`config.mk`:
```
export PLATFORM = sky130hd
export DESIGN_NAME = clk_freq_calc
export DESIGN_NICKNAME = d
export VERILOG_FILES = /design/src/rtl/clk_freq_pkg.sv /design/src/rtl/clk_freq_div.sv /design/src/rtl/clk_freq_src.sv /design/src/rtl/clk_freq_calc.sv
export SDC_FILE = /design/constraint.sdc
export NUM_CORES = 1
export LEC_CHECK = 0
export BUFFER_PORTS_ARGS = -buffer_cell sky130_fd_sc_hd__buf_2
export CORE_ASPECT_RATIO = 0.9
export CORE_MARGIN = 1
export CORE_UTILIZATION = 40
export CTS_CLUSTER_SIZE = 8
export DETAILED_ROUTE_END_ITERATION = 6
export HOLD_SLACK_MARGIN = 0.12
export SYNTH_ARGS = -nofsm -noshare
export SYNTH_HDL_FRONTEND = slang
export SYNTH_SLANG_ARGS = --single-unit
```
`constraint.sdc`:
```
create_clock -name clk -period 7.2 [get_ports clk]
set_clock_uncertainty 0.05 [all_clocks]
set_input_delay 0 -clock clk [delete_from_list [all_inputs] [get_ports clk]]
set_output_delay 0 -clock clk [all_outputs]
set_load 0.03 [all_outputs]
```
`src/rtl/clk_freq_pkg.sv`:
```
package clk_freq_pkg;

   // Division stages, in the order the tree is walked
   typedef enum logic [2:0] {
      STG_PRE = 3'd0,
      STG_ALT = 3'd1,
      STG_AHB = 3'd2,
      STG_IPG = 3'd3,
      STG_PER = 3'd4
   } stage_e;

   typedef enum logic [1:0] {
      PH_IDLE   = 2'd0,
      PH_LAUNCH = 2'd1,
      PH_WAIT   = 2'd2
   } phase_e;

   localparam int unsigned STAGE_COUNT = 5;

   function automatic int unsigned max_u(input int unsigned a, input int unsigned b);
      return (a > b) ? a : b;
   endfunction

endpackage

```
`src/rtl/clk_freq_div.sv`:
```
// Restoring bit-serial unsigned divider: one quotient bit per cycle.
module clk_freq_div #(
   parameter int unsigned NW = 64,
   parameter int unsigned DW = 7
) (
   input  logic          clk,
   input  logic          rst_n,
   input  logic          start,
   input  logic [NW-1:0] num,
   input  logic [DW-1:0] den,
   output logic          busy,
   output logic          done,
   output logic [NW-1:0] quo
);
   localparam int unsigned CW = (NW > 1) ? $clog2(NW) : 1;

   logic [NW-1:0] q_r;
   logic [DW-1:0] r_r;
   logic [DW-1:0] d_r;
   logic [CW-1:0] cnt_r;
   logic          busy_r;
   logic          done_r;

   logic [DW:0]   trial;
   logic [DW:0]   diff;
   logic          ge;

   always_comb begin
      trial = {r_r, q_r[NW-1]};
      diff  = trial - {1'b0, d_r};
      ge    = ~diff[DW];
   end

   always_ff @(posedge clk or negedge rst_n) begin
      if (!rst_n) begin
         q_r    <= '0;
         r_r    <= '0;
         d_r    <= '0;
         cnt_r  <= '0;
         busy_r <= 1'b0;
         done_r <= 1'b0;
      end else begin
         done_r <= 1'b0;
         if (start && !busy_r) begin
            q_r    <= num;
            r_r    <= '0;
            d_r    <= den;
            cnt_r  <= '0;
            busy_r <= 1'b1;
         end else if (busy_r) begin
            r_r   <= ge ? diff[DW-1:0] : trial[DW-1:0];
            q_r   <= {q_r[NW-2:0], ge};
            cnt_r <= cnt_r + CW'(1);
            if (cnt_r == CW'(NW - 1)) begin
               busy_r <= 1'b0;
               done_r <= 1'b1;
            end
         end
      end
   end

   assign busy = busy_r;
   assign done = done_r;
   assign quo  = q_r;

endmodule

```
`src/rtl/clk_freq_src.sv`:
```
// Picks dividend and divisor for the current stage, and flags bad selections.
module clk_freq_src
   import clk_freq_pkg::*;
#(
   parameter int unsigned REF_HZ     = 24000000,
   parameter int unsigned SYS_MUL_HI = 22,
   parameter int unsigned SYS_MUL_LO = 20,
   parameter int unsigned USB_MUL    = 20,
   parameter int unsigned FRAC_NUM   = 18,
   parameter int unsigned ACC_W      = 64,
   parameter int unsigned DVW        = 7,
   parameter int unsigned FRAC_W     = 6,
   parameter int unsigned ALT_PODF_W = 3,
   parameter int unsigned AHB_PODF_W = 3,
   parameter int unsigned IPG_PODF_W = 2,
   parameter int unsigned PER_PODF_W = 6
) (
   input  stage_e                 stage,
   input  logic                   sys_div22,
   input  logic [FRAC_W-1:0]      frac0,
   input  logic [FRAC_W-1:0]      frac2,
   input  logic [1:0]             pre_sel,
   input  logic [1:0]             alt_sel,
   input  logic [ALT_PODF_W-1:0]  alt_podf,
   input  logic                   periph_sel,
   input  logic [AHB_PODF_W-1:0]  ahb_podf,
   input  logic [IPG_PODF_W-1:0]  ipg_podf,
   input  logic                   per_sel,
   input  logic [PER_PODF_W-1:0]  per_podf,
   input  logic [ACC_W-1:0]       pre_q,
   input  logic [ACC_W-1:0]       alt_q,
   input  logic [ACC_W-1:0]       ahb_q,
   input  logic [ACC_W-1:0]       ipg_q,
   output logic [ACC_W-1:0]       num,
   output logic [DVW-1:0]         den,
   output logic                   cfg_err
);
   localparam longint unsigned SYS_HI = longint'(REF_HZ) * longint'(SYS_MUL_HI);
   localparam longint unsigned SYS_LO = longint'(REF_HZ) * longint'(SYS_MUL_LO);
   localparam logic [ACC_W-1:0] REF_V    = ACC_W'(longint'(REF_HZ));
   localparam logic [ACC_W-1:0] USB_V    = ACC_W'(longint'(REF_HZ) * longint'(USB_MUL));
   localparam logic [ACC_W-1:0] SYS_HI_V = ACC_W'(SYS_HI);
   localparam logic [ACC_W-1:0] SYS_LO_V = ACC_W'(SYS_LO);
   localparam logic [ACC_W-1:0] FR_HI_V  = ACC_W'(SYS_HI * longint'(FRAC_NUM));
   localparam logic [ACC_W-1:0] FR_LO_V  = ACC_W'(SYS_LO * longint'(FRAC_NUM));

   logic [FRAC_W-1:0] f_use;
   logic              pre_err;
   logic              alt_err;
   logic [ACC_W-1:0]  sys_v;
   logic [ACC_W-1:0]  sys_fr;

   always_comb begin
      f_use   = (pre_sel == 2'd2) ? frac0 : frac2;
      pre_err = (pre_sel != 2'd0) && (f_use == '0);
      alt_err = (alt_sel == 2'd3);
      cfg_err = periph_sel ? alt_err : pre_err;
      sys_v   = sys_div22 ? SYS_HI_V : SYS_LO_V;
      sys_fr  = sys_div22 ? FR_HI_V : FR_LO_V;
   end

   always_comb begin
      num = '0;
      den = DVW'(1);
      unique case (stage)
         STG_PRE: begin
            if (pre_sel == 2'd0) begin
               num = sys_v;
            end else if (!pre_err) begin
               num = sys_fr;
               // halving after the fraction folds into a doubled divisor
               den = (pre_sel == 2'd3) ? DVW'({f_use, 1'b0}) : DVW'(f_use);
            end
         end
         STG_ALT: begin
            unique case (alt_sel)
               2'd0:    num = USB_V;
               2'd1:    num = REF_V;
               default: num = '0;
            endcase
            den = DVW'(alt_podf) + DVW'(1);
         end
         STG_AHB: begin
            num = periph_sel ? alt_q : pre_q;
            den = DVW'(ahb_podf) + DVW'(1);
         end
         STG_IPG: begin
            num = ahb_q;
            den = DVW'(ipg_podf) + DVW'(1);
         end
         STG_PER: begin
            num = per_sel ? REF_V : ipg_q;
            den = DVW'(per_podf) + DVW'(1);
         end
         default: begin
            num = '0;
            den = DVW'(1);
         end
      endcase
   end

endmodule

```
`src/rtl/clk_freq_calc.sv`:
```
module clk_freq_calc
   import clk_freq_pkg::*;
#(
   parameter int unsigned REF_HZ     = 24000000,
   parameter int unsigned SYS_MUL_HI = 22,
   parameter int unsigned SYS_MUL_LO = 20,
   parameter int unsigned USB_MUL    = 20,
   parameter int unsigned FRAC_NUM   = 18,
   parameter int unsigned ACC_W      = 64,
   parameter int unsigned OUT_W      = 32,
   parameter int unsigned FRAC_W     = 6,
   parameter int unsigned ALT_PODF_W = 3,
   parameter int unsigned AHB_PODF_W = 3,
   parameter int unsigned IPG_PODF_W = 2,
   parameter int unsigned PER_PODF_W = 6
) (
   input  logic                   clk,
   input  logic                   rst_n,
   input  logic                   start,
   input  logic                   sys_div22,
   input  logic [FRAC_W-1:0]      frac0,
   input  logic [FRAC_W-1:0]      frac2,
   input  logic [1:0]             pre_sel,
   input  logic [1:0]             alt_sel,
   input  logic [ALT_PODF_W-1:0]  alt_podf,
   input  logic                   periph_sel,
   input  logic [AHB_PODF_W-1:0]  ahb_podf,
   input  logic [IPG_PODF_W-1:0]  ipg_podf,
   input  logic                   per_sel,
   input  logic [PER_PODF_W-1:0]  per_podf,
   output logic                   busy,
   output logic                   done,
   output logic                   err,
   output logic [OUT_W-1:0]       bus_hz,
   output logic [OUT_W-1:0]       ipg_hz,
   output logic [OUT_W-1:0]       per_hz
);
   localparam int unsigned DVW = max_u(max_u(FRAC_W + 1, ALT_PODF_W + 1),
                                       max_u(max_u(AHB_PODF_W + 1, IPG_PODF_W + 1),
                                             PER_PODF_W + 1));

   // elaboration-time parameter checks
   if (OUT_W > ACC_W) begin : g_bad_out_w
      $error("OUT_W must not exceed ACC_W");
   end
   if (ACC_W > 64 || ACC_W < 2) begin : g_bad_acc_w
      $error("ACC_W must lie in 2..64");
   end
   if (FRAC_W < 1) begin : g_bad_frac_w
      $error("FRAC_W must be at least 1");
   end

   // sampled configuration
   logic                  c_div22, c_psel, c_persel;
   logic [FRAC_W-1:0]     c_f0, c_f2;
   logic [1:0]            c_pre, c_alt;
   logic [ALT_PODF_W-1:0] c_altp;
   logic [AHB_PODF_W-1:0] c_ahb;
   logic [IPG_PODF_W-1:0] c_ipg;
   logic [PER_PODF_W-1:0] c_perp;

   phase_e             phase;
   stage_e             stage;
   logic [ACC_W-1:0]   pre_q, alt_q, ahb_q, ipg_q;
   logic [ACC_W-1:0]   dv_num, dv_quo;
   logic [DVW-1:0]     dv_den;
   logic               dv_busy, dv_done, cfg_err;

   clk_freq_src #(
      .REF_HZ(REF_HZ), .SYS_MUL_HI(SYS_MUL_HI), .SYS_MUL_LO(SYS_MUL_LO),
      .USB_MUL(USB_MUL), .FRAC_NUM(FRAC_NUM), .ACC_W(ACC_W), .DVW(DVW),
      .FRAC_W(FRAC_W), .ALT_PODF_W(ALT_PODF_W), .AHB_PODF_W(AHB_PODF_W),
      .IPG_PODF_W(IPG_PODF_W), .PER_PODF_W(PER_PODF_W)
   ) u_src (
      .stage(stage), .sys_div22(c_div22), .frac0(c_f0), .frac2(c_f2),
      .pre_sel(c_pre), .alt_sel(c_alt), .alt_podf(c_altp), .periph_sel(c_psel),
      .ahb_podf(c_ahb), .ipg_podf(c_ipg), .per_sel(c_persel), .per_podf(c_perp),
      .pre_q(pre_q), .alt_q(alt_q), .ahb_q(ahb_q), .ipg_q(ipg_q),
      .num(dv_num), .den(dv_den), .cfg_err(cfg_err)
   );

   clk_freq_div #(.NW(ACC_W), .DW(DVW)) u_div (
      .clk(clk), .rst_n(rst_n), .start(phase == PH_LAUNCH),
      .num(dv_num), .den(dv_den), .busy(dv_busy), .done(dv_done), .quo(dv_quo)
   );

   always_ff @(posedge clk or negedge rst_n) begin
      if (!rst_n) begin
         phase    <= PH_IDLE;
         stage    <= STG_PRE;
         c_div22  <= 1'b0;
         c_psel   <= 1'b0;
         c_persel <= 1'b0;
         c_f0     <= '0;
         c_f2     <= '0;
         c_pre    <= '0;
         c_alt    <= '0;
         c_altp   <= '0;
         c_ahb    <= '0;
         c_ipg    <= '0;
         c_perp   <= '0;
         pre_q    <= '0;
         alt_q    <= '0;
         ahb_q    <= '0;
         ipg_q    <= '0;
         bus_hz   <= '0;
         ipg_hz   <= '0;
         per_hz   <= '0;
         err      <= 1'b0;
         done     <= 1'b0;
      end else begin
         done <= 1'b0;
         unique case (phase)
            PH_IDLE: begin
               if (start) begin
                  c_div22  <= sys_div22;
                  c_f0     <= frac0;
                  c_f2     <= frac2;
                  c_pre    <= pre_sel;
                  c_alt    <= alt_sel;
                  c_altp   <= alt_podf;
                  c_psel   <= periph_sel;
                  c_ahb    <= ahb_podf;
                  c_ipg    <= ipg_podf;
                  c_persel <= per_sel;
                  c_perp   <= per_podf;
                  stage    <= STG_PRE;
                  phase    <= PH_LAUNCH;
               end
            end
            PH_LAUNCH: phase <= PH_WAIT;
            PH_WAIT: begin
               if (dv_done && !dv_busy) begin
                  phase <= PH_LAUNCH;
                  unique case (stage)
                     STG_PRE: begin pre_q <= dv_quo; stage <= STG_ALT; end
                     STG_ALT: begin alt_q <= dv_quo; stage <= STG_AHB; end
                     STG_AHB: begin ahb_q <= dv_quo; stage <= STG_IPG; end
                     STG_IPG: begin ipg_q <= dv_quo; stage <= STG_PER; end
                     default: begin
                        bus_hz <= ahb_q[OUT_W-1:0];
                        ipg_hz <= ipg_q[OUT_W-1:0];
                        per_hz <= dv_quo[OUT_W-1:0];
                        err    <= cfg_err;
                        done   <= 1'b1;
                        stage  <= STG_PRE;
                        phase  <= PH_IDLE;
                     end
                  endcase
               end
            end
            default: phase <= PH_IDLE;
         endcase
      end
   end

   assign busy = (phase != PH_IDLE);

endmodule

```
# Word level (Yosys, flattened, before mapping)
# Cells that the tools add are included.
totals:
  reg_bits: 478
  input_bits: 36
  out_inout_bits: 99
  word_cells: 109
op_classes:
  addsub: 6
  n_eq_ne: 13
  n_mux: 38
  bitwise_logic: 2
  reduce_logical: 22
op_table:
  columns: ["operator", "n"]
  rows:
  - ["$mux W64", 6]
  - ["$pmux W64 S5", 1]
  - ["$pmux W29 S2", 1]
  - ["$mux W7", 6]
  - ["$pmux W7 S5", 1]
  - ["$mux W30", 1]
  - ["$mux W26", 1]
  - ["$mux W6", 3]
  - ["$reduce_and A3 Y1", 6]
  - ["$pmux W3 S4", 1]
  - ["$mux W1", 11]
  - ["$add A3 B1 Y4 const B", 2]
  - ["$eq A2 B2 Y1 const B", 4]
  - ["$reduce_bool A2 Y1", 4]
  - ["$sub A8 B7 Y8", 1]
  - ["$add A6 B1 Y7 const B", 1]
  - ["$add A6 B1 Y6 const B", 1]
  - ["$eq A3 B2 Y1 const B", 2]
  - ["$eq A6 B6 Y1 const B", 1]
  - ["$logic_not A2 Y1", 3]
  - ["$logic_not A6 Y1", 1]
  - ["$mux W3", 2]
  - ["$pmux W2 S3", 1]
  - ["$pmux W3 S2", 1]
  - ["12 further kinds", 19]

# Depth between registers and ports, before layout
# Gate-level depths: netlist of the first run.
logic_depth:
  word_depth: 8
  mapped_depth: 10
  ltp_nobuf: 9

# Cells and area by module
# Synthesis of the first run repeated with hierarchy kept, for this count alone.
unflattened:
  cells_unflattened: 1651
  area_unflattened_um2: 21833.4
modules_own_cells:
  columns: ["module", "n_inst", "cells_per_inst", "area_per_inst_um2", "seq_area_each_um2"]
  rows:
  - ["clk_freq_calc", 1, 846, 14784.2, 9809.4]
  - ["clk_freq_div", 1, 446, 4391.7, 2152.1]
  - ["clk_freq_src", 1, 359, 2657.5, 0.0]

# Worst setup path after synthesis of the first run
# No wires, ideal clock.
synth_path:
  kind: "register to register"
  startpoint: "reg stage[0]"
  endpoint: "reg u_div.d_r[1]"
  arrival_ns: 2.341
  t_required_ns: 7.011
  slack_ns: 4.670
  stages_incl_launch_ff: 11
  path_buffers: 2
  synth_period_minus_slack_ns: 2.530
  path_cell_list: "dfrtp_1 > buf_2 > or3b_2 > clkbuf_2 > mux2_2 > ha_1 > mux2_2 > a22oi_1 > nor2_1 > a211oi_1 > o22ai_1"
synth_between:
  elab_chain_cells: 2
  word_cells_on_any_way: 6
  cone_classes: "4 x eq/ne; 1 x mux; 1 x reduce/logical"
synth_lines:
  columns: ["item", "line_no", "rtl"]
  rows:
  - ["start, declared", "clk_freq_calc.sv:63", "stage_e stage;"]
  - ["start signal, assigned", "clk_freq_calc.sv:90", "stage <= STG_PRE;"]
  - ["start signal, assigned", "clk_freq_calc.sv:127", "stage <= STG_PRE;"]
  - ["start signal, assigned", "clk_freq_calc.sv:136", "STG_PRE: begin pre_q <= dv_quo; stage <= STG_ALT; end"]
  - ["$eq A3 B3 Y1 (tied with other cells)", "clk_freq_src.sv:65", "unique case (stage)"]
  - ["$pmux W7 S5 *", "clk_freq_src.sv:65", null]
  - ["end signal, assigned", "clk_freq_div.sv:47", "d_r <= den;"]
  - ["end, declared", "clk_freq_div.sv:19", "logic [DW-1:0] d_r;"]
# Mark *: on every way between the ends. The rest lies on a longest branch, timed or not.
# A chain may end at the register's enable or synchronous reset.

# Worst setup path in the final report of the first run
layout_path:
  startpoint: "reg u_div.busy_r (netlist: u_div.busy)"
  endpoint: "reg u_div.q_r[11] (netlist: u_div.quo[11])"
layout_between:
  elab_chain_cells: 3
  word_cells_on_any_way: 4
  cone_classes: "1 x mux; 3 x reduce/logical"
layout_lines:
  columns: ["item", "line_no", "rtl"]
  rows:
  - ["start, declared", "clk_freq_div.sv:21", "logic busy_r;"]
  - ["start signal, assigned", "clk_freq_div.sv:40", "busy_r <= 1'b0;"]
  - ["start signal, assigned", "clk_freq_div.sv:49", "busy_r <= 1'b1;"]
  - ["start signal, assigned", "clk_freq_div.sv:55", "busy_r <= 1'b0;"]
  - ["$logic_not A1 Y1", "clk_freq_div.sv:44", "if (start && !busy_r) begin"]
  - ["$logic_and A1 B1 Y1", "clk_freq_div.sv:44", null]
  - ["$mux W64 / $reduce_bool A2 Y1 (equally long branches)", null, null]
  - ["end signal, assigned", "clk_freq_div.sv:45", "q_r <= num;"]
  - ["end signal, assigned", "clk_freq_div.sv:52", "q_r <= {q_r[NW-2:0], ge};"]
  - ["end, declared", "clk_freq_div.sv:17", "logic [NW-1:0] q_r;"]
# Several ways; a longest one is shown, not always the timed one.

==> Flow_metrics.wiki, run 1 <==
{| class="wikitable"
! Metric !! Value
|-
| Status || complete, no violations
|-
| Async SR Flop Fraction || 100%
|-
| CTS sink count || 478
|-
| Cell chosen for the clock root || sky130_fd_sc_hd__clkbuf_16
|-
| # H-tree levels || 3
|-
| Tightest Pin Transition || 1140 ps
|-
| Count of final hold-check violations || 0
|-
| Number of library cell types mapped by synthesis || 71
|-
| Sequential cell area || 12000 um2
|-
| Fraction of layout instances using a drive strength above 1 || 40.5%
|-
| Setup repair after global routing missed its margin || false
|-
| Routability-driven placement congestion ratio || 0.794
|-
| Register area share after synthesis || 57.4%
|-
| Startpoint of the worst register-to-register path || u_div.busy
|-
| Post-DRT Antenna Nets || 0
|-
| Reg2Reg Setup Slack || 3990 ps
|-
| Clock buffer depth || 3
|-
| Cell area after technology mapping || 20800 um2
|-
| Final period demand of the worst path || 3210 ps
|-
| Count of buffers from port buffering || 134
|-
| Worst-case vdd ir drop || 145 uV
|-
| Worst hold endpoint || c_perp[1]
|-
| IO Pins || 135
|-
| Register bit total from synthesis || 478
|-
| Number of CTS-inserted buffers || 69
|-
| Number of nets in the layout || 1726
|-
| Initial core utilization || 40.9%
|-
| Number of antenna violations at the first check in global routing || 0
|-
| Kind of critical path || flip-flop to flip-flop
|-
| Area of the multi-input gates || 8280 um2
|-
| Final max-slew violation count || 0
|-
| Area fraction of the dominant cell type after synthesis || 57.4%
|-
| Core ar. || 50900 um2
|-
| Die Span X || 243 um
|-
| Quantity of gates resized following cts || 0
|-
| HPWL after detailed placement || 29100 um
|-
| Pre-Repair DR Iteration Count || 6
|-
| Class of the most critical hold timing path || primary input to flip-flop
|-
| Util after Layout || 47.8%
|-
| Leakage component of the power || 0.0118 uW
|-
| Highest net fanout along the worst path || 80
|-
| Number of placement rows || 78
|-
| Cell types occupying the most area after synthesis || sky130_fd_sc_hd__dfrtp_1, sky130_fd_sc_hd__mux2_2, sky130_fd_sc_hd__a222oi_1
|-
| Library cell with the largest summed area after synthesis || sky130_fd_sc_hd__dfrtp_1
|-
| Kind of end point of the critical path || flip-flop
|-
| FF-to-FF path depth || 7
|-
| Highest-count cells in the layout ignoring fill and taps || sky130_fd_sc_hd__dfrtp_1, sky130_fd_sc_hd__mux2_2, sky130_fd_sc_hd__buf_2
|-
| Busiest layer in global routing || met2
|-
| Clock transition at the registers of the reported paths || 50 ps
|-
| Most used flip-flop cell after synthesis || sky130_fd_sc_hd__dfrtp_1
|-
| Source-to-sink clock delay at the later pin of the worst-skew pair || 570 ps
|-
| CTS tree || built
|-
| Via count of the routed design || 13484
|-
| Most common cell after layout, fill and taps aside || sky130_fd_sc_hd__dfrtp_1
|-
| Max-cap check violation count || 0
|-
| Required @ worst endpoint || 7570 ps
|-
| Overall routed net length || 50500 um
|-
| Number of synthesized flops with an enable pin || 0
|-
| Number of antenna repair diodes || 0
|-
| Count of unresolved DRC violations after routing || 0
|-
| Global Route met3 Usage || 3.54%
|-
| Yosys warning count || 0
|-
| Met2 track demand over resource || 31.1%
|-
| Synth-to-layout area growth || 17.0%
|-
| Wirelength per Cell || 21.3 um
|-
| Worst Hold Path Cells || 3
|-
| Signal arrival time at the worst endpoint || 3580 ps
|-
| Reg2Reg Capture Point || u_div.quo[11]
|-
| Final setup vio count || 0
|-
| Vias per std cell || 5.70
|-
| Mapped Cells || 1508
|-
| Number of nets in the synthesized netlist || 1556
|-
| Power density normalized to cell area || 233 nW/um2
|-
| Avg Synthesized Cell Area || 13.8 um2
|-
| Die Y-Extent || 218 um
|-
| Met1 Usage GRT || 26.9%
|-
| All-layer global routing usage || 19.5%
|-
| Die Area || 53000 um2
|-
| Total Neg Setup Slack || 0 ps
|-
| First-iteration detailed-routing DRC count || 1023
|-
| Grt total ovfl || 0
|-
| Fmax || 312 MHz
|-
| Post-CTS setup buffer count || 0
|-
| Kind of start point of the critical path || flip-flop
|-
| Tightest slew margin relative to the limit || 23.3%
|-
| First-pass GRT wire length || 81600 um
|-
| Worst Hold Launch || per_podf[1]
|-
| Number of fillers in the final layout || 4560
|-
| Largest net degree at the start of global routing || 182
|-
| Vias in the first global route || 14120
|-
| Post-route clock period utilization || 44.6%
|}
-- cells in the mapped netlist, types with 4 or more instances --
cell	count
sky130_fd_sc_hd__dfrtp_1	478
sky130_fd_sc_hd__buf_1	6
sky130_fd_sc_hd__a222oi_1	52
sky130_fd_sc_hd__nand3_1	8
sky130_fd_sc_hd__mux2_2	429
sky130_fd_sc_hd__o21ai_0	86
sky130_fd_sc_hd__buf_6	14
sky130_fd_sc_hd__a211oi_1	13
sky130_fd_sc_hd__mux2_1	9
sky130_fd_sc_hd__and3_1	4
sky130_fd_sc_hd__o21a_1	5
sky130_fd_sc_hd__nor2b_1	6
sky130_fd_sc_hd__a31oi_1	4
sky130_fd_sc_hd__xnor2_1	6
sky130_fd_sc_hd__clkbuf_1	46
sky130_fd_sc_hd__buf_2	30
sky130_fd_sc_hd__nand2b_1	7
sky130_fd_sc_hd__a22oi_1	50
sky130_fd_sc_hd__mux2i_1	20
sky130_fd_sc_hd__nor3_1	4
sky130_fd_sc_hd__a21o_1	4
sky130_fd_sc_hd__ha_1	11
sky130_fd_sc_hd__buf_4	6
sky130_fd_sc_hd__o22ai_1	7
sky130_fd_sc_hd__inv_1	16
sky130_fd_sc_hd__xor2_1	4
sky130_fd_sc_hd__nor2_1	33
sky130_fd_sc_hd__nand2_1	35
sky130_fd_sc_hd__a221o_1	15
sky130_fd_sc_hd__nand4_1	6
sky130_fd_sc_hd__a21oi_1	35
-- metrics by stage --
| stage | hold WS (ps) | cells | area [um2] | power, uW | setup WS (ps) |
|---|---|---|---|---|---|
| floorplan | -346 | 1508 | 20800 | 2790 | 4670 |
| CTS | 122 | 2365 | 24400 | 5760 | 3990 |
| global placement | 112 | 2237 | 22000 | 2870 | 4050 |
| global route | 141 | 2365 | 24400 | 5880 | 3740 |
| finish | 149 | 2365 | 24400 | 5680 | 3990 |
| detailed placement | 120 | 2237 | 22000 | 2870 | 3980 |
-- state kept, by name (all words and copies together) (netlist names), 3 cells and up --
signal,cells
alt_q,64
c_f0,6
ipg_hz,32
bus_hz,32
u_div.cnt_r,6
pre_q,64
c_f2,6
per_hz,32
u_div.d_r,7
c_altp,3
u_div.r_r,7
c_ahb,3
ahb_q,64
stage,3
c_perp,6
ipg_q,64
u_div.quo,64
-- per-layer routing --
| layer | vias up | part of all wire [%] | wire length (um) |
|---|---|---|---|
| met2 | 394 | 47 | 23500 |
| met3 | 69 | 5.3 | 2680 |
| met1 | 7048 | 46 | 23100 |
| met5 | - | 0 | 0 |
| li1 | 5973 | - | - |
| met4 | 0 | 2.3 | 1150 |
-- worst max-delay path by stage --
stage | start | end | slack (ps) | cells after the start
2_1_floorplan | stage[0] | u_div.d_r[1] | 4670 | 10
3_3_place_gp | stage[1] | u_div.d_r[1] | 4050 | 8
3_5_place_dp | stage[0] | alt_q[1] | 3980 | 4
4_1_cts | u_div.busy | u_div.quo[11] | 3990 | 7
5_1_grt | u_div.busy | u_div.quo[11] | 3740 | 7
6_report | u_div.busy | u_div.quo[11] | 3990 | 7
-- worst max-delay path, cell delays in order (launching register included) --
cell,delay (ps)
sky130_fd_sc_hd__dfrtp_2,380
sky130_fd_sc_hd__buf_4,780
sky130_fd_sc_hd__inv_2,220
sky130_fd_sc_hd__and2_2,470
sky130_fd_sc_hd__buf_4,410
sky130_fd_sc_hd__or2_2,380
sky130_fd_sc_hd__a211oi_1,230
sky130_fd_sc_hd__a31oi_1,110
-- timing repair --
item	4_1_cts	5_1_grt
endpoints found under the hold margin	153	0
endpoints found under the setup margin	0	0
hold buffers	50	0
-- logic make-up (layout without fill, tap and decap cells) --
group	after synthesis	in the layout	synth area share, %
flip-flops	478	478	57.4
adder cells (fa/ha/maj)	12	12	0.757
AND/OR/NAND/NOR	125	125	3.26
AO/OA/AOI/OAI	305	305	10.5
multiplexers	458	458	24.6
XOR/XNOR	10	10	0.421
buffers and inverters	120	297	2.96
-- power breakdown --
| group | internal [uW] | total (uW) | switching (uW) |
|---|---|---|---|
| registers | 2700 | 2720 | 18.3 |
| logic | 48.8 | 125 | 76.6 |
| clock network | 1740 | 2830 | 1100 |
-- area by class of cell --
type / instances / area share [%]
Clock buffer: 75 / 7.35
Clock inverter: 3 / 0.216
Inverter: 17 / 0.262
Multi-Input combinational cell: 910 / 34.0
Sequential cell: 478 / 49.1
Tap cell: 680 / 3.49
Timing Repair Buffer: 202 / 5.58
(Power assumes the default switching activity.)
==> inputs of run 2 (changes only) <==
--- a/config.mk
+++ b/config.mk
@@ -5,6 +5,7 @@
 export SDC_FILE = /design/constraint.sdc
 export NUM_CORES = 1
 export LEC_CHECK = 0
+export ABC_AREA = 1
 export BUFFER_PORTS_ARGS = -buffer_cell sky130_fd_sc_hd__buf_2
 export CORE_ASPECT_RATIO = 0.9
 export CORE_MARGIN = 1
==> constraint.sdc (replaced) <==
create_clock -name clk -period 2.58 [get_ports clk]
set_clock_uncertainty 0.05 [all_clocks]
set_input_delay 0 -clock clk [delete_from_list [all_inputs] [get_ports clk]]
set_output_delay 0 -clock clk [all_outputs]
set_load 0.03 [all_outputs]
==> run 2 against run 1 <==
Against the previous run:
- the run now ends with design-rule violations left
- synthesized cell count is 49% higher
- via count is 23% higher
- synthesized area is 1.7% lower
- design area hardly changed
- first-iteration DRC count is 47% higher
- global-route usage is 2.3 points higher
- utilization is 0.45 points higher
- sequential share of layout area hardly changed
- count of clock-buffer cells in the layout is 2 lower
- setup slack worse by 3700 ps
- sequential power grew to 2.8 times the previous value
- power grew to 2.8 times the previous value
- critical path type unchanged
==> Flow_metrics.wiki, run 2 <==
{| class="wikitable"
! Metric !! Value
|-
| Status || finished with violations
|-
| Violations in the final reports || design-rule violations
|-
| Class of the most critical hold timing path || primary input to flip-flop
|-
| Setup repair after global routing missed its margin || false
|-
| Vias per std cell || 5.32 (-6.6%)
|-
| Library cell with the largest summed area after synthesis || sky130_fd_sc_hd__dfrtp_1
|-
| Count of final hold-check violations || 0 (unchanged)
|-
| Pre-Repair DR Iteration Count || 7 (+1)
|-
| Cell area after technology mapping || 20500 um2 (-1.7%)
|-
| Worst-case vdd ir drop || 428 uV (+200%)
|-
| CTS Hold Buffers Added || 73 (+46%)
|-
| Post-CTS setup buffer count || 0 (unchanged)
|-
| HPWL after detailed placement || 33100 um (+13%)
|-
| Number of synthesized flops with an enable pin || 0 (unchanged)
|-
| Highest net fanout along the worst path || 49 (-39%)
|-
| Synth-to-layout area growth || 19.0%
|-
| Max-cap check violation count || 0 (unchanged)
|-
| Largest net degree at the start of global routing || 129 (-29%)
|-
| Kind of critical path || flip-flop to flip-flop
|-
| Number of library cell types mapped by synthesis || 43 (-39%)
|-
| Top cells by count, synth || sky130_fd_sc_hd__nand2_1, sky130_fd_sc_hd__dfrtp_1, sky130_fd_sc_hd__o21ai_0, sky130_fd_sc_hd__inv_1, sky130_fd_sc_hd__o21ai_1
|-
| Area fraction of the dominant cell type after synthesis || 58.4% (+0.99 points)
|-
| Tightest Pin Transition || 965 ps (-178 ps)
|-
| Setup slack after placement || 427 ps (-3560 ps)
|-
| Yosys warning count || 0 (unchanged)
|-
| CTS sink count || 478 (unchanged)
|-
| Count of buffers from port buffering || 134 (unchanged)
|-
| Number of placement rows || 78 (unchanged)
|-
| Count of unresolved DRC violations after routing || 3 (+3)
|-
| Kind of end point of the critical path || flip-flop
|-
| Required @ worst endpoint || 2990 ps (-4580 ps)
|-
| IO Pins || 135 (unchanged)
|-
| Avg Synthesized Cell Area || 9.09 um2 (-34%)
|-
| Kind of start point of the critical path || flip-flop
|-
| Tightest slew margin relative to the limit || 35.7% (+12 points)
|-
| Core ar. || 50500 um2 (-0.96%)
|-
| Async SR Flop Fraction || 100% (unchanged)
|-
| Highest-count cells in the layout ignoring fill and taps || sky130_fd_sc_hd__nand2_1, sky130_fd_sc_hd__dfrtp_1, sky130_fd_sc_hd__o21ai_0
|-
| Post-route clock period utilization || 87.1% (+42 points)
|-
| Post-DRT Antenna Nets || 0 (unchanged)
|-
| Clock transition at the registers of the reported paths || 50 ps (about the same)
|-
| Quantity of gates resized following cts || 0 (unchanged)
|-
| Fraction of layout instances using a drive strength above 1 || 12.8% (-28 points)
|-
| Cell chosen for the clock root || sky130_fd_sc_hd__clkbuf_16
|-
| Register area share after synthesis || 58.4% (+0.99 points)
|-
| CTS tree || built
|-
| Final max-slew violation count || 0 (unchanged)
|-
| First-iteration detailed-routing DRC count || 1505 (+47%)
|-
| Die Y-Extent || 217 um (-0.84%)
|-
| Wirelength per Cell || 17.9 um (-16%)
|-
| Final setup vio count || 0 (unchanged)
|-
| Vias in the first global route || 16287 (+15%)
|-
| Register bit total from synthesis || 478 (unchanged)
|-
| Number of antenna violations at the first check in global routing || 0 (unchanged)
|-
| Initial core utilization || 40.6% (-0.30 points)
|-
| # H-tree levels || 3 (unchanged)
|-
| First-pass GRT wire length || 89600 um (+9.8%)
|-
| Source-to-sink clock delay at the later pin of the worst-skew pair || 590 ps (+20 ps)
|-
| Fmax || 445 MHz (+43%)
|-
| Number of nets in the layout || 2475 (+43%)
|-
| Number of fillers in the final layout || 4752 (+4.2%)
|-
| Routability-driven placement congestion ratio || 0.869 (+9.5%)
|-
| Most common cell after layout, fill and taps aside || sky130_fd_sc_hd__nand2_1
|-
| Clock buffer depth || 3 (unchanged)
|-
| Signal arrival time at the worst endpoint || 2650 ps (-930 ps)
|-
| Total Neg Setup Slack || 0 ps (unchanged)
|-
| Util after Layout || 48.3% (+0.45 points)
|-
| Leakage component of the power || 0.0114 uW (-3.4%)
|-
| Number of antenna repair diodes || 0 (unchanged)
|-
| Sequential cell area || 12000 um2 (about the same)
|-
| Number of CTS-inserted buffers || 69 (unchanged)
|-
| Number of nets in the synthesized netlist || 2301 (+48%)
|-
| Power density normalized to cell area || 644 nW/um2 (+180%)
|-
| Cell with the most instances after synthesis || sky130_fd_sc_hd__nand2_1
|-
| Die Span X || 240 um (-0.84%)
|-
| Cell types occupying the most area after synthesis || sky130_fd_sc_hd__dfrtp_1, sky130_fd_sc_hd__nand2_1, sky130_fd_sc_hd__o21ai_0
|-
| All-layer global routing usage || 21.8% (+2.3 points)
|-
| Via count of the routed design || 16570 (+23%)
|-
| Final period demand of the worst path || 2250 ps (-963 ps)
|-
| Mapped Cells || 2253 (+49%)
|-
| Most used flip-flop cell after synthesis || sky130_fd_sc_hd__dfrtp_1
|-
| Die Area || 52100 um2 (-1.7%)
|-
| Area of the multi-input gates || 7210 um2 (-13%)
|-
| Grt total ovfl || 0 (unchanged)
|-
| Overall routed net length || 55900 um (+11%)
|-
| Min setup slack post-route || 333 ps (-3660 ps)
|}
-- run 2: cell count changes after synthesis, moves of 19 or more --
cell	previous run	this run
sky130_fd_sc_hd__inv_1	16	146
sky130_fd_sc_hd__nand2_1	35	634
sky130_fd_sc_hd__o31ai_1	3	28
sky130_fd_sc_hd__mux2i_1	20	0
sky130_fd_sc_hd__a22oi_1	50	31
sky130_fd_sc_hd__nand3_1	8	31
sky130_fd_sc_hd__mux2_2	429	19
sky130_fd_sc_hd__a21oi_1	35	69
sky130_fd_sc_hd__a222oi_1	52	0
sky130_fd_sc_hd__nor2_1	33	107
sky130_fd_sc_hd__o221ai_1	0	46
sky130_fd_sc_hd__o21ai_1	2	118
sky130_fd_sc_hd__o21ai_0	86	273
sky130_fd_sc_hd__buf_2	30	71
-- run 2: area by class of cell --
type / count / area share (%)
clock inverters: 4 / 0.221
well taps: 680 / 3.49
multi-input cells: 1469 / 29.6
inverters: 162 / 2.52
clock buffers: 73 / 7.24
flip-flops and latches: 478 / 49.1
repair buffers: 247 / 7.82
-- run 2: cell families (layout without fill, tap and decap cells) --
group,count (synthesis),count (layout),share of synthesized area (%)
adders and majority gates,12,12,0.770
buffers and inverters,306,486,6.46
and+or+nand+nor,815,815,15.8
muxes,19,19,1.05
DFF,478,478,58.4
xor gates and xnor gates,5,5,0.214
AOI/OAI and AO/OA,618,618,17.3
-- run 2: worst max-delay path: stages (launching register included) --
cell and delay [ps]:
sky130_fd_sc_hd__dfrtp_1 410, sky130_fd_sc_hd__nor2_1 130, sky130_fd_sc_hd__nand2_2 70, sky130_fd_sc_hd__buf_4 470
sky130_fd_sc_hd__mux2_2 400, sky130_fd_sc_hd__dlygate4sd3_1 560
-- run 2: power breakdown --
part	leakage [uW]	internal, uW	switching, uW
sequential	0.00657	7510	0
combinational	0.00390	85.4	171
clock	0.000892	4790	3120
-- run 2: layer usage --
layer,vias to the layer above,global-route usage [%],wire (um)
met5,-,0,0
met4,0,6.48,1170
li1,7816,-,-
met2,518,33.2,24800
met3,91,4.92,3590
met1,8145,30.8,26300
-- run 2: worst paths after layout --
check / from / endpoint / slack [ps] / depth (start not counted)
min in group asynchronous: rst_n / ipg_q[27] / 620 / 4
max in group asynchronous: rst_n / pre_q[17] / 1420 / 4
max reg2reg: phase[0] / c_f0[2] / 330 / 5
min: frac0[1] / c_f0[1] / 150 / 3
min reg2reg: bus_hz[4] / bus_hz[4] / 410 / 2
max: phase[0] / c_f0[2] / 330 / 5
-- run 2: through the flow --
step	hold slack [ps]	std cells	instance area (um2)	total power (uW)
floorplan	-346	2253	20500	7640
global placement	-33.9	2963	21800	7840
detailed placement	-34.4	2963	21800	7840
CTS	126	3113	24400	15900
global route	167	3113	24400	16200
finish	148	3113	24400	15700
